### src/rtl/dmaarb_pkg.sv
package dmaarb_pkg;
  typedef enum logic {REP_ONCE = 1'b0, REP_LOOP = 1'b1} rep_e;
  typedef enum logic {ARB_SOLID = 1'b0, ARB_SHARED = 1'b1} arb_e;
endpackage

### src/rtl/dmaarb_chan.sv
module dmaarb_chan
  import dmaarb_pkg::*;
#(
  parameter int SIZE_W = 8
) (
  input  logic              clk,
  input  logic              rst,
  input  logic              cfg_wr,
  input  logic              cfg_en,
  input  rep_e              cfg_rep,
  input  arb_e              cfg_arb,
  input  logic [SIZE_W-1:0] cfg_size,
  input  logic              trig,
  input  logic              xfer_now,
  output logic              chan_req,
  output logic              blk_start,
  output logic              blk_last,
  output logic              en_o,
  output rep_e              rep_o,
  output arb_e              arb_o
);
  logic              en_q;
  logic              act_q;
  logic [SIZE_W-1:0] cnt_q;
  logic [SIZE_W-1:0] size_q;
  rep_e              rep_q;
  arb_e              arb_q;
  logic              size_nz;
  logic              fire;

  assign size_nz   = (size_q != '0);
  assign chan_req  = en_q && act_q && (cnt_q != '0);
  assign blk_last  = xfer_now && (cnt_q == SIZE_W'(1));
  assign fire      = en_q && !act_q && trig && size_nz;
  assign blk_start = fire || (blk_last && (rep_q == REP_LOOP) && size_nz);
  assign en_o      = en_q;
  assign rep_o     = rep_q;
  assign arb_o     = arb_q;

  always_ff @(posedge clk) begin
    if (rst) begin
      en_q   <= 1'b0;
      act_q  <= 1'b0;
      cnt_q  <= '0;
      size_q <= '0;
      rep_q  <= REP_ONCE;
      arb_q  <= ARB_SOLID;
    end else begin
      if (xfer_now) cnt_q <= cnt_q - SIZE_W'(1);
      if (blk_last) begin
        if (rep_q == REP_LOOP && size_nz) begin
          cnt_q <= size_q;
        end else begin
          act_q <= 1'b0;
          if (rep_q == REP_ONCE) en_q <= 1'b0;
        end
      end
      if (fire) begin
        act_q <= 1'b1;
        cnt_q <= size_q;
      end
      if (cfg_wr) begin
        en_q   <= cfg_en;
        size_q <= cfg_size;
        rep_q  <= cfg_rep;
        arb_q  <= cfg_arb;
        if (!cfg_en) act_q <= 1'b0;
      end
    end
  end
endmodule

### src/rtl/dmaarb_ilv.sv
module dmaarb_ilv #(
  parameter int WIN_LEN   = 10,
  parameter int DMA_SLOTS = 8
) (
  input  logic clk,
  input  logic rst,
  input  logic req,
  input  logic restart,
  output logic slot_dma
);
  localparam int PW = (WIN_LEN > 1) ? $clog2(WIN_LEN) : 1;

  logic [PW-1:0] pos_q;

  assign slot_dma = (pos_q < PW'(DMA_SLOTS));

  always_ff @(posedge clk) begin
    if (rst) begin
      pos_q <= '0;
    end else if (restart) begin
      pos_q <= '0;
    end else if (req) begin
      pos_q <= (pos_q == PW'(WIN_LEN - 1)) ? '0 : pos_q + PW'(1);
    end
  end
endmodule

### src/rtl/dmaarb_halt.sv
module dmaarb_halt #(
  parameter int QUIET_CYC = 3
) (
  input  logic clk,
  input  logic rst,
  input  logic dma_busy,
  input  logic cpu_req,
  input  logic halt_req,
  output logic halt_ack
);
  localparam int QW = $clog2(QUIET_CYC + 1);

  logic [QW-1:0] quiet_q;
  logic          settled;

  assign settled = (quiet_q >= QW'(QUIET_CYC));

  always_ff @(posedge clk) begin
    if (rst) begin
      quiet_q  <= '0;
      halt_ack <= 1'b0;
    end else begin
      if (dma_busy)     quiet_q <= '0;
      else if (!settled) quiet_q <= quiet_q + QW'(1);
      halt_ack <= halt_req && !cpu_req && settled && !dma_busy;
    end
  end
endmodule

### src/rtl/dmaarb_top.sv
module dmaarb_top
  import dmaarb_pkg::*;
#(
  parameter int SIZE_W    = 8,
  parameter int WIN_LEN   = 10,
  parameter int DMA_SLOTS = 8,
  parameter int QUIET_CYC = 3
) (
  input  logic              clk,
  input  logic              rst,
  input  logic              cfg_wr,
  input  logic              cfg_en,
  input  logic              cfg_repeat,
  input  logic              cfg_burst,
  input  logic [SIZE_W-1:0] cfg_size,
  input  logic              dma_trig,
  input  logic              cpu_req,
  input  logic              dbg_halt_req,
  output logic              dma_gnt,
  output logic              cpu_gnt,
  output logic              xfer_stb,
  output logic              blk_done,
  output logic              halt_ack,
  output logic              ch_en
);
  logic chan_req;
  logic blk_start;
  logic blk_last;
  logic slot_dma;
  logic slot_ok;
  logic xfer_now;
  rep_e mode_rep;
  arb_e mode_arb;

  assign slot_ok  = (mode_arb == ARB_SOLID) || slot_dma;
  assign xfer_now = chan_req && slot_ok;

  dmaarb_chan #(.SIZE_W(SIZE_W)) u_chan (
    .clk      (clk),
    .rst      (rst),
    .cfg_wr   (cfg_wr),
    .cfg_en   (cfg_en),
    .cfg_rep  (rep_e'(cfg_repeat)),
    .cfg_arb  (arb_e'(cfg_burst)),
    .cfg_size (cfg_size),
    .trig     (dma_trig),
    .xfer_now (xfer_now),
    .chan_req (chan_req),
    .blk_start(blk_start),
    .blk_last (blk_last),
    .en_o     (ch_en),
    .rep_o    (mode_rep),
    .arb_o    (mode_arb)
  );

  dmaarb_ilv #(.WIN_LEN(WIN_LEN), .DMA_SLOTS(DMA_SLOTS)) u_ilv (
    .clk     (clk),
    .rst     (rst),
    .req     (chan_req),
    .restart (blk_start),
    .slot_dma(slot_dma)
  );

  dmaarb_halt #(.QUIET_CYC(QUIET_CYC)) u_halt (
    .clk     (clk),
    .rst     (rst),
    .dma_busy(chan_req),
    .cpu_req (cpu_req),
    .halt_req(dbg_halt_req),
    .halt_ack(halt_ack)
  );

  always_ff @(posedge clk) begin
    if (rst) begin
      dma_gnt  <= 1'b0;
      xfer_stb <= 1'b0;
      cpu_gnt  <= 1'b0;
      blk_done <= 1'b0;
    end else begin
      dma_gnt  <= xfer_now;
      xfer_stb <= xfer_now;
      cpu_gnt  <= cpu_req && !xfer_now;
      blk_done <= blk_last;
    end
  end
endmodule

### config.mk
export PLATFORM = sky130hd
export DESIGN_NAME = dmaarb_top
export DESIGN_NICKNAME = d
export VERILOG_FILES = /design/src/rtl/dmaarb_pkg.sv /design/src/rtl/dmaarb_chan.sv /design/src/rtl/dmaarb_ilv.sv /design/src/rtl/dmaarb_halt.sv /design/src/rtl/dmaarb_top.sv
export SDC_FILE = /design/constraint.sdc
export NUM_CORES = 1
export LEC_CHECK = 0
export BUFFER_PORTS_ARGS = -buffer_cell sky130_fd_sc_hd__buf_2
export CAP_MARGIN = 25
export CORE_ASPECT_RATIO = 2
export CORE_MARGIN = 5
export CORE_UTILIZATION = 35
export DETAILED_ROUTE_END_ITERATION = 16
export MAX_ROUTING_LAYER = met4
export PLACE_DENSITY = 0.65
export SLEW_MARGIN = 15
export SYNTH_ARGS = -nofsm -noshare
export SYNTH_HDL_FRONTEND = slang
export SYNTH_SLANG_ARGS = --single-unit
### constraint.sdc
create_clock -name clk -period 1.9 [get_ports clk]
set_clock_uncertainty 0.2 [all_clocks]
set_input_delay 0.38 -clock clk [delete_from_list [all_inputs] [get_ports clk]]
set_output_delay 0.38 -clock clk [all_outputs]
set_load 0.01 [all_outputs]
[Yosys cells after proc, flatten, opt, wreduce, memory -nomap -nowiden]
Index checks and enable logic that the tools add are counted.
W data, S select, Z words.
Cells by class
  equality and inequality tests: 4
  reductions and logical operators: 26
  mux-type cells: 14
  $add $sub $neg: 3
  magnitude comparators: 2
  bitwise gates (word level): 1
Operators by type and width (count)
  $mux W8: 4
  $reduce_bool A8 Y1: 2
  $logic_and A1 B1 Y1: 14
  $mux W1: 9
  $eq A8 B1 Y1 const B: 1
  $sub A8 B1 Y8 const B: 1
  $add A4 B1 Y4 const B: 1
  $eq A4 B4 Y1 const B: 1
  $logic_not A1 Y1: 4
  $lt A4 B4 Y1 const B: 1
  $mux W4: 1
  $ne A2 B2 Y1 const B: 2
  $reduce_or A2 Y1: 2
  $reduce_and A3 Y1: 1
  $add A2 B1 Y2 const B: 1
  $ge A2 B2 Y1 const B: 1
  $logic_or A1 B1 Y1: 2
  $reduce_bool A2 Y1: 1
  $not A1 Y1: 1
Storage, ports and cells
  register bits after elaboration: 30
  input bits: 17
  output and inout bits: 6

[Depth between registers and ports, before layout]
Gate-level depths: netlist of run 1.
  word-level depth: 8
  mapped depth: 7
  mapped depth without buffers: 7

[Cells and area by module]
Synthesis of run 1 repeated with hierarchy kept, for this count alone.
Unflattened totals
  cell total of the unflattened synthesis: 146
  area, all modules: 1377.6 um2
By module, submodules not included
  dmaarb_chan: area an instance 957.2 um2, cells each 106, times used 1
  dmaarb_ilv: area an instance 183.9 um2, cells each 20, times used 1
  dmaarb_halt: area an instance 122.6 um2, cells each 10, times used 1
  dmaarb_top: area an instance 113.9 um2, cells each 10, times used 1

[Worst setup path after synthesis of run 1]
OpenSTA, ideal clock, no wires.
  path type: register -> register
  start: reg u_chan.cnt_q[0]
  end: reg u_ilv.pos_q[3]
  required time: 1.614 ns
  library setup time: 0.086 ns
  stages on the path, launching flop included: 8
  data arrival time: 1.683 ns
  setup slack: -0.069 ns
  path buffers: 0
  period minus slack after synthesis: 1.969 ns
  path through: dfxtp_1 > inv_1 > ha_1 > nor3b_1 > a21oi_2 > nand3_1 > or3_1 > a211oi_1
On the way
  longest elaborated chain between the ends: 8
  elaborated cells on any way between the ends: 9
  those cells by class: eq/ne: 1; reduce/logical: 8
Ends and longest elaborated chain
  start: declaration: line dmaarb_chan.sv:24  | logic [SIZE_W-1:0] cnt_q;
  start signal: assignment: line dmaarb_chan.sv:49  | if (xfer_now) cnt_q <= cnt_q - SIZE_W'(1);
  start signal: assignment: line dmaarb_chan.sv:52  | cnt_q <= size_q;
  start signal: assignment: line dmaarb_chan.sv:60  | cnt_q <= size_q;
  $reduce_bool A8 Y1: line dmaarb_chan.sv:32  | assign chan_req = en_q && act_q && (cnt_q != '0);
  $logic_and A1 B1 Y1: line dmaarb_chan.sv:32
  $logic_and A1 B1 Y1: line dmaarb_top.sv:36  | assign xfer_now = chan_req && slot_ok;
  $logic_and A1 B1 Y1: line dmaarb_chan.sv:33  | assign blk_last = xfer_now && (cnt_q == SIZE_W'(1));
  $logic_and A1 B1 Y1 (2 in series): line dmaarb_chan.sv:35  | assign blk_start = fire || (blk_last && (rep_q == REP_LOOP) && size_nz);
  $logic_or A1 B1 Y1: line dmaarb_chan.sv:35
  $reduce_or A2 Y1 (no source line)
  end signal: assignment: line dmaarb_ilv.sv:23  | pos_q <= (pos_q == PW'(WIN_LEN - 1)) ? '0 : pos_q + PW'(1);
  end: declaration: line dmaarb_ilv.sv:13  | logic [PW-1:0] pos_q;
Several ways; a longest one is shown, not always the timed one.
A chain may end at the register's enable or synchronous reset.

[Worst setup path after layout of run 1]
  start: reg u_chan.cnt_q[0]
  end: reg u_chan.cnt_q[5]
On the way
  longest elaborated chain between the ends: 7
  elaborated cells on any way between the ends: 10
  those cells by class: add/sub: 1; eq/ne: 1; mux: 4; reduce/logical: 4
Ends and longest elaborated chain
  parallel branches: the longest is 5 deep, another holds $sub A8 B1 Y8
  $mux W8 (*): line dmaarb_chan.sv:50  | if (blk_last) begin
  $mux W8 (*): line dmaarb_chan.sv:58  | if (fire) begin
Mark *: on every way between the ends.

==> results of run 1 <==
per-layer routing:
metal	part of all wire	track usage	up-vias
li1	-	-	642
met1	0.33	0.119	599
met2	0.62	0.266	12
met3	0.018	0.0282	9
met4	0.031	0.0787	0
met5	0	-	-
power by group through the flow:
stage          sequential (mW)  clock [mW]  combinational, mW
3_3_place_gp             0.702           0              0.220
2_1_floorplan            0.702           0              0.124
3_5_place_dp             0.703           0              0.222
4_1_cts                  0.689       0.648              0.232
5_1_grt                  0.701       0.688              0.274
6_report                 0.695       0.633              0.249
path summary, 6_finish.rpt:
kind / startpoint / to / slack (ns)
worst max-delay path: u_chan.cnt_q[0]$_SDFF_PP0_ / u_chan.cnt_q[5]$_SDFF_PP0_ / -0.03
worst min-delay path: cpu_req / u_halt.halt_ack$_SDFF_PP0_ / 0.07
worst max register to register: u_chan.cnt_q[0]$_SDFF_PP0_ / u_chan.cnt_q[5]$_SDFF_PP0_ / -0.03
worst min register to register: u_halt.quiet_q[1]$_SDFFE_PP0N_ / u_halt.quiet_q[1]$_SDFFE_PP0N_ / 0.33
synth_stat cells, types with 2 or more instances:
cell,count
and2_1,2
nand2_1,7
dfxtp_1,30
ha_1,4
a311oi_2,2
buf_1,2
nor2_1,22
a21oi_1,2
or3_1,3
and3_1,2
mux2i_1,15
nor4_1,4
inv_1,6
a211oi_1,2
clkbuf_1,3
o21ai_0,3
xor2_1,2
nor3_1,8
a211oi_2,5
nand3_1,2
xnor2_1,5
stage by stage:
step / area, um2 / setup slack, ns
6_report: 2080 / -0.0252
5_1_grt: 2080 / -0.0822
4_1_cts: 1990 / -0.00630
3_5_place_dp: 1830 / -0.142
3_3_place_gp: 1830 / -0.177
2_1_floorplan: 1460 / 0.00613
worst max-delay path, stage by stage, from the launching register on:
cell,delay (ns)
dfxtp_2,0.36
inv_2,0.06
ha_4,0.16
or3_4,0.32
o31a_1,0.35
buf_12,0.16
nor2_1,0.12
a311oi_2,0.06
sequential cells by signal, summed over array words and instances (netlist names):
| register | flops |
|---|---|
| xfer_stb | 1 |
| u_halt.quiet_q | 2 |
| u_chan.act_q | 1 |
| u_chan.cnt_q | 8 |
| u_chan.rep_o | 1 |
| blk_done | 1 |
| u_chan.en_o | 1 |
| u_chan.size_q | 8 |
| u_halt.halt_ack | 1 |
| cpu_gnt | 1 |
| u_ilv.pos_q | 4 |
| u_chan.arb_o | 1 |
logic make-up after synthesis:
group	after synthesis	synth area share
and+or+nand+nor	58	0.210
DFF	30	0.415
AOI/OAI and AO/OA	24	0.152
muxes	15	0.104
buffers and inverters	13	0.0415
xor gates and xnor gates	7	0.0424
adders and majority gates	4	0.0346
area by class of cell:
type                            instances  area share
Clock buffer                            5      0.0331
Clock inverter                          3      0.0193
Multi-Input combinational cell        108       0.435
Inverter                                6      0.0108
Timing Repair Buffer                   54       0.178
Sequential cell                        30       0.292
Tap cell                               52      0.0313
what timing repair did:
item / CTS / global route
buffers inserted: 3 / 0
pin swaps: 6 / 11
endpoints found under the setup margin: 8 / 11
hold endpoints to repair: 0 / 0
hold buffers: 0 / 0
gates resized for setup: 8 / 17
==> flow_metrics.tcl, run 1 <==
set metrics [dict create \
    holdPathStages 2 \
    rsz0062_at_grt "true" \
    hold_class "in2reg" \
    r2r_cells 7 \
    totalPowerFinal_mw 1.58 \
    drc 0 \
    initial_utilization 0.357 \
    syn-cell-area_um2 1450 \
    required_ns 1.85 \
    critPathKind "reg2reg" \
    power_frac_seq 0.441 \
    vias 1262 \
    fmax_mhz 519 \
    post_drt_wl_per_cell_um 13.8 \
    synth_edf_count 0 \
    worstSkewPairLatency_ns 0.28 \
    multiInputGateArea_um2 905 \
    drv_slew 0 \
    dp.cells 247 \
    power.internal_mw 1.18 \
    clk_pin_slew_worst_paths_ns 0.07 \
    min_period_ns 1.93 \
    slew_headroom 0.725 \
    grt_max_degree 14 \
    synth-seq-cells 30 \
    yosysTopAreaCell "dfxtp_1" \
    syn_nets 172 \
    whs_ns 0.0654 \
    die_w_um 55.5 \
    synth_seq_area_share 0.415 \
    fin_setup_tns_ns -0.0512 \
    cts_buffers 5 \
    hold_violations 0 \
    finalWorstSetupSlack_ns -0.0252 \
    vias_per_cell 4.89 \
    totalWireLength_um 3560 \
    power_density_nw_per_um2 759 \
    crit_fanout 6 \
    layout_commonest_cell "buf_4" \
    setup_violations 4 \
    tightestPinTransition_ns 0.407 \
    track_usage 0.137 \
    core_um2 4050 \
    drive_above_1_share 0.481 \
    ir_worst_vdd_v 0.000637 \
    failed_checks "setup timing" \
    final_cell_mix "buf_4 (29), dfxtp_1 (25), buf_2 (22)" \
    ios 23 \
    cts_tree "done" \
    antenna_cells 0 \
    seqCellArea_um2 607 \
    worstPathArrival_ns 1.88 \
    cts_sinks 30 \
    combPwrFrac 0.158 \
    fin_util 0.514 \
    status "complete, but fails checks" \
    dp_hpwl_um 2720 \
    clk_path_buf_depth 2 \
    antenna_found_initial 0 \
    ys_warn_count 0 \
    startpoint_type "register" \
    syn-mean-instance-area_um2 9.58 \
    swShare 0.250 \
    grt_pass1_wl_um 5840 \
    maxCapViolations 0 \
    synth.distinct_cells 41 \
    cts_root_buf "clkbuf_8" \
    finalCritPeriodShare 1.01 \
    nets 226 \
    grt_pass1_vias 1327 \
    dr.pass1.iters 4 \
    drt_iter0_drc 21 \
    grt_overflow 0 \
    synth_flop_cell "dfxtp_1" \
    endpoint_kind "register" \
    syn_to_final_growth_pct 43.7 \
    num-fill-cells 404 \
    ant_nets 0 \
    dieArea_um2 5600 \
    die_h_um 101 \
    synth_cells 151 \
    placementRows 33 \
    globalplace.congestion 0.838 \
    async_flop_share 0 \
    p_sw_mw 0.394 \
    yosysTopAreaCellShare 0.415 \
    synth.area.top_cells "dfxtp_1 (42%), mux2i_1 (10%), nor2_1 (5.7%), a211oi_2 (4.3%), ha_1 (3.5%)" \
    placement.io_buffers 22 \
    stdcell_count 258 \
    ctsHtreeMaxLevel 2 \
    power_frac_clock 0.401 \
    total_leakage_power_nw 0.877 \
]
No activity file was read; power rests on OpenSTA's default activity.
==> inputs of run 2 (changes only) <==
Settings changed: BUFFER_PORTS_ARGS -buffer_cell sky130_fd_sc_hd__buf_2 to -buffer_cell sky130_fd_sc_hd__clkbuf_2.
==> flow_metrics.tcl, run 2 (synthesized netlist as in run 1, its figures left out) <==
set metrics [dict create \
    min_period_ns 1.95 \
    drc 0 \
    grt_max_degree 18 \
    initial_utilization 0.357 \
    dp_hpwl_um 2720 \
    setup_violations 7 \
    syn_to_final_growth_pct 43.5 \
    cts_sinks 30 \
    hold_violations 0 \
    grt_overflow 0 \
    ctsHoldBuffers 0 \
    vias 1294 \
    placement.io_buffers 22 \
    whs_endpoint "u_halt.halt_ack$_SDFF_PP0_" \
    ios 23 \
    endpoint_kind "register" \
    post_drt_wl_per_cell_um 13.8 \
    worstPathArrival_ns 1.92 \
    finalCritPeriodShare 1.02 \
    cts_buffers 5 \
    drv_slew 0 \
    totalPowerFinal_mw 1.74 \
    hold_class "in2reg" \
    slew_headroom 0.736 \
    track_usage 0.140 \
    dr.pass1.iters 5 \
    antenna_cells 0 \
    critPathKind "reg2reg" \
    r2r_cells 5 \
    drive_above_1_share 0.466 \
    worstSkewPairLatency_ns 0.29 \
    regToRegEndpoint "u_chan.cnt_q[1]$_SDFF_PP0_" \
    power_density_nw_per_um2 838 \
    ir_worst_vdd_v 0.000663 \
    startpoint "u_ilv.pos_q[3]$_SDFFE_PP0P_" \
    holdPathStages 2 \
    final_cell_mix "dfxtp_1 (27), buf_4 (27), clkbuf_2 (22)" \
    totalWireLength_um 3540 \
    ant_nets 0 \
    required_ns 1.88 \
    core_um2 4050 \
    startpoint_type "register" \
    dieArea_um2 5600 \
    drt_iter0_drc 16 \
    die_h_um 101 \
    rrSetupSlack_ns -0.05 \
    cts_tree "done" \
    ctsHtreeMaxLevel 2 \
    timing.rr.start "u_ilv.pos_q[3]$_SDFFE_PP0P_" \
    placementRows 33 \
    failed_checks "setup timing" \
    nets 224 \
    globalplace.congestion 0.815 \
    tightestPinTransition_ns 0.390 \
    fmax_mhz 514 \
    antenna_found_initial 0 \
    maxCapViolations 0 \
    clk_pin_slew_worst_paths_ns 0.06 \
    largestRegisters "u_chan.cnt_q: 8 flops, u_chan.size_q: 8 flops, u_ilv.pos_q: 4 flops" \
    hold_start "cpu_req" \
    clk_path_buf_depth 2 \
    die_w_um 55.5 \
    finalWorstSetupSlack_ns -0.0453 \
    vias_per_cell 5.05 \
    grt_pass1_wl_um 5900 \
    total_leakage_power_nw 0.872 \
    grt_pass1_vias 1369 \
    rsz0062_at_grt "true" \
    place_area_um2 1820 \
    fin_area_um2 2080 \
    crit_fanout 3 \
    cts_root_buf "clkbuf_8" \
    place_ws_ns -0.144 \
    status "complete, but fails checks" \
]
run 2: worst max-delay path by stage:
stage	depth (start not counted)	to
final	5	u_chan.cnt_q[1]$_SDFF_PP0_
after CTS	6	u_chan.cnt_q[5]$_SDFF_PP0_
after global placement	7	u_chan.cnt_q[1]$_SDFF_PP0_
after detailed placement	7	u_chan.cnt_q[1]$_SDFF_PP0_
after global routing	6	u_chan.cnt_q[3]$_SDFF_PP0_
after floorplan	4	u_chan.cnt_q[5]$_SDFF_PP0_
run 2: cell type report:
type	instances	area, um2
tap	52	65.1
multi-input combinational	108	886
inverter	6	22.5
clock inverter	2	60.1
sequential	30	604
timing repair buffer	52	355
fill	408	1970
clock buffer	6	82.6
run 2: critical path: stages (launching register included):
cell	delay, ns
dfxtp_1	0.30
and2_1	0.21
or3_4	0.41
o31a_1	0.37
and3_1	0.18
a31o_1	0.18
run 2: per-stage QoR:
step / TNS, ns / utilization / cells / hold WS (ns)
CTS: 0 / 0.494 / 256 / 0.0580
floorplan: 0 / - / 151 / 0.256
global placement: -0.512 / 0.449 / 246 / 0.319
finish: -0.132 / 0.513 / 256 / 0.0627
global route: -0.756 / 0.513 / 256 / 0.0660
detailed placement: -0.285 / 0.449 / 246 / 0.341
run 2: report_power, final:
group          internal, mW  switching [mW]
Clock                 0.559           0.247
Combinational         0.127           0.114
Sequential            0.663          0.0295
run 2: routing by layer:
layer,global-route usage,part of all wire,vias up
li1,-,-,644
met1,0.117,0.33,619
met2,0.267,0.60,16
met3,0.0308,0.019,15
met4,0.0955,0.047,0
met5,-,0,-
run 2: timing repair:
action / CTS / global route
endpoints found under the setup margin: 8 / 12
resized for setup: 5 / 17
pin swaps: 7 / 5
buffers inserted: 2 / 0
==> inputs of run 3 (changes only) <==
Settings changed: REMOVE_ABC_BUFFERS set to 1.
==> flow_metrics.tcl, run 3 (synthesized netlist as in run 1, its figures left out) <==
set metrics [dict create \
    grt_max_degree 24 \
    syn_to_final_growth_pct 40.0 \
    drc 0 \
    clk_path_buf_depth 2 \
    holdPathStages 2 \
    ant_nets 0 \
    finalCritPeriodShare 1.05 \
    largestRegisters "u_chan.cnt_q: 8 flops, u_chan.size_q: 8 flops, u_ilv.pos_q: 4 flops" \
    fin_util 0.500 \
    worstSkewPairLatency_ns 0.28 \
    fmax_mhz 499 \
    final_cell_mix "buf_4 (27), dfxtp_1 (26), clkbuf_2 (22)" \
    post_drt_wl_per_cell_um 13.8 \
    hold_class "in2reg" \
    finalWorstSetupSlack_ns -0.104 \
    ir_worst_vdd_v 0.000704 \
    grt_overflow 0 \
    ctsHoldBuffers 0 \
    placementRows 33 \
    hold_start "cpu_req" \
    antenna_found_initial 0 \
    cts_tree "done" \
    cp_cell_sequence "inv_2 > ha_4 > buf_6 > or3_4 > o31a_1 > and3_1 > a31o_1" \
    status "complete, but fails checks" \
    ios 23 \
    tightestPinTransition_ns 0.386 \
    regToRegEndpoint "u_chan.cnt_q[1]$_SDFF_PP0_" \
    min_period_ns 2.00 \
    num-fill-cells 400 \
    dr.pass1.iters 3 \
    grt_pass1_vias 1321 \
    core_um2 4050 \
    vias 1308 \
    slew_headroom 0.739 \
    globalplace.congestion 0.790 \
    startpoint "u_chan.cnt_q[0]$_SDFF_PP0_" \
    whs_endpoint "u_halt.halt_ack$_SDFF_PP0_" \
    totalPowerFinal_mw 1.43 \
    max_stage_delay_ns 0.36 \
    setup_violations 10 \
    startpoint_type "register" \
    rrSetupSlack_ns -0.10 \
    dieArea_um2 5600 \
    critPathSlowestCell "or3_4" \
    critPathKind "reg2reg" \
    timing.rr.start "u_chan.cnt_q[0]$_SDFF_PP0_" \
    endpoint_kind "register" \
    die_w_um 55.5 \
    layout_commonest_cell "buf_4" \
    antenna_cells 0 \
    vias_per_cell 5.13 \
    total_leakage_power_nw 0.846 \
    cts_sinks 30 \
    drive_above_1_share 0.458 \
    drt_iter0_drc 13 \
    grt_pass1_wl_um 5740 \
    cts_buffers 5 \
    placement.io_buffers 22 \
    worstPathArrival_ns 1.97 \
    drv_slew 0 \
    maxCapViolations 0 \
    cts_root_buf "clkbuf_8" \
    totalWireLength_um 3530 \
    rsz0062_at_grt "true" \
    failed_checks "setup timing" \
    nets 225 \
    ctsHtreeMaxLevel 2 \
    die_h_um 101 \
    place_ws_ns -0.212 \
    power_density_nw_per_um2 707 \
    initial_utilization 0.357 \
    hold_violations 0 \
    dp_hpwl_um 2560 \
    clk_pin_slew_worst_paths_ns 0.06 \
    crit_fanout 7 \
    track_usage 0.135 \
    required_ns 1.87 \
    r2r_cells 7 \
]
run 3: stage by stage:
step	hold slack [ns]	instances	TNS, ns	instance area (um2)
after CTS	0.0682	253	-0.956	1980
after global routing	0.0749	255	-1.51	2020
after floorplan	0.245	144	-0.977	1410
after detailed placement	0.322	244	-2.01	1790
final	0.0766	255	-0.686	2020
after global placement	0.305	244	-1.76	1790
run 3: how the worst max path moves through the flow:
stage	endpoint	slack, ns
after CTS	u_chan.cnt_q[1]$_SDFF_PP0_	-0.17
final	u_chan.cnt_q[1]$_SDFF_PP0_	-0.10
after global placement	u_chan.cnt_q[3]$_SDFF_PP0_	-0.18
after global routing	u_chan.cnt_q[1]$_SDFF_PP0_	-0.16
after floorplan	u_chan.cnt_q[1]$_SDFF_PP0_	-0.24
after detailed placement	u_ilv.pos_q[3]$_SDFFE_PP0P_	-0.21
run 3: final cells by class:
class,count,area (um2),share of cell area
Timing Repair Buffer,53,360,0.178
Inverter,6,22.5,0.0111
Clock buffer,6,82.6,0.0408
Tap cell,52,65.1,0.0321
Multi-Input combinational cell,108,888,0.439
Sequential cell,30,606,0.299
run 3: power by group:
| group | internal [mW] | switching (mW) |
|---|---|---|
| Combinational | 0.127 | 0.115 |
| Sequential | 0.664 | 0.0316 |
| Clock | 0.278 | 0.216 |
run 3: what timing repair did:
action | CTS | global route
setup buffers | 4 | 1
cloned | 0 | 1
gates resized for setup | 21 | 7
pin swaps | 8 | 6
setup endpoints to repair | 15 | 19
run 3: layer usage:
layer / wire length (um) / up-vias / track usage / part of all wire
met3: 114 / 10 / 0.0231 / 0.032
li1: - / 642 / - / -
met5: 0 / - / - / 0
met1: 1220 / 630 / 0.116 / 0.35
met2: 2050 / 26 / 0.257 / 0.58
met4: 138 / 0 / 0.0918 / 0.039
run 3: worst max-delay path, delay by kind of cell, from the launching register on:
family	cells	cell delay, ns
adder cells (fa/ha/maj)	1	0.15
buffers and inverters	2	0.16
AO/OA/AOI/OAI	2	0.52
flip-flops	1	0.33
AND/OR/NAND/NOR	2	0.54
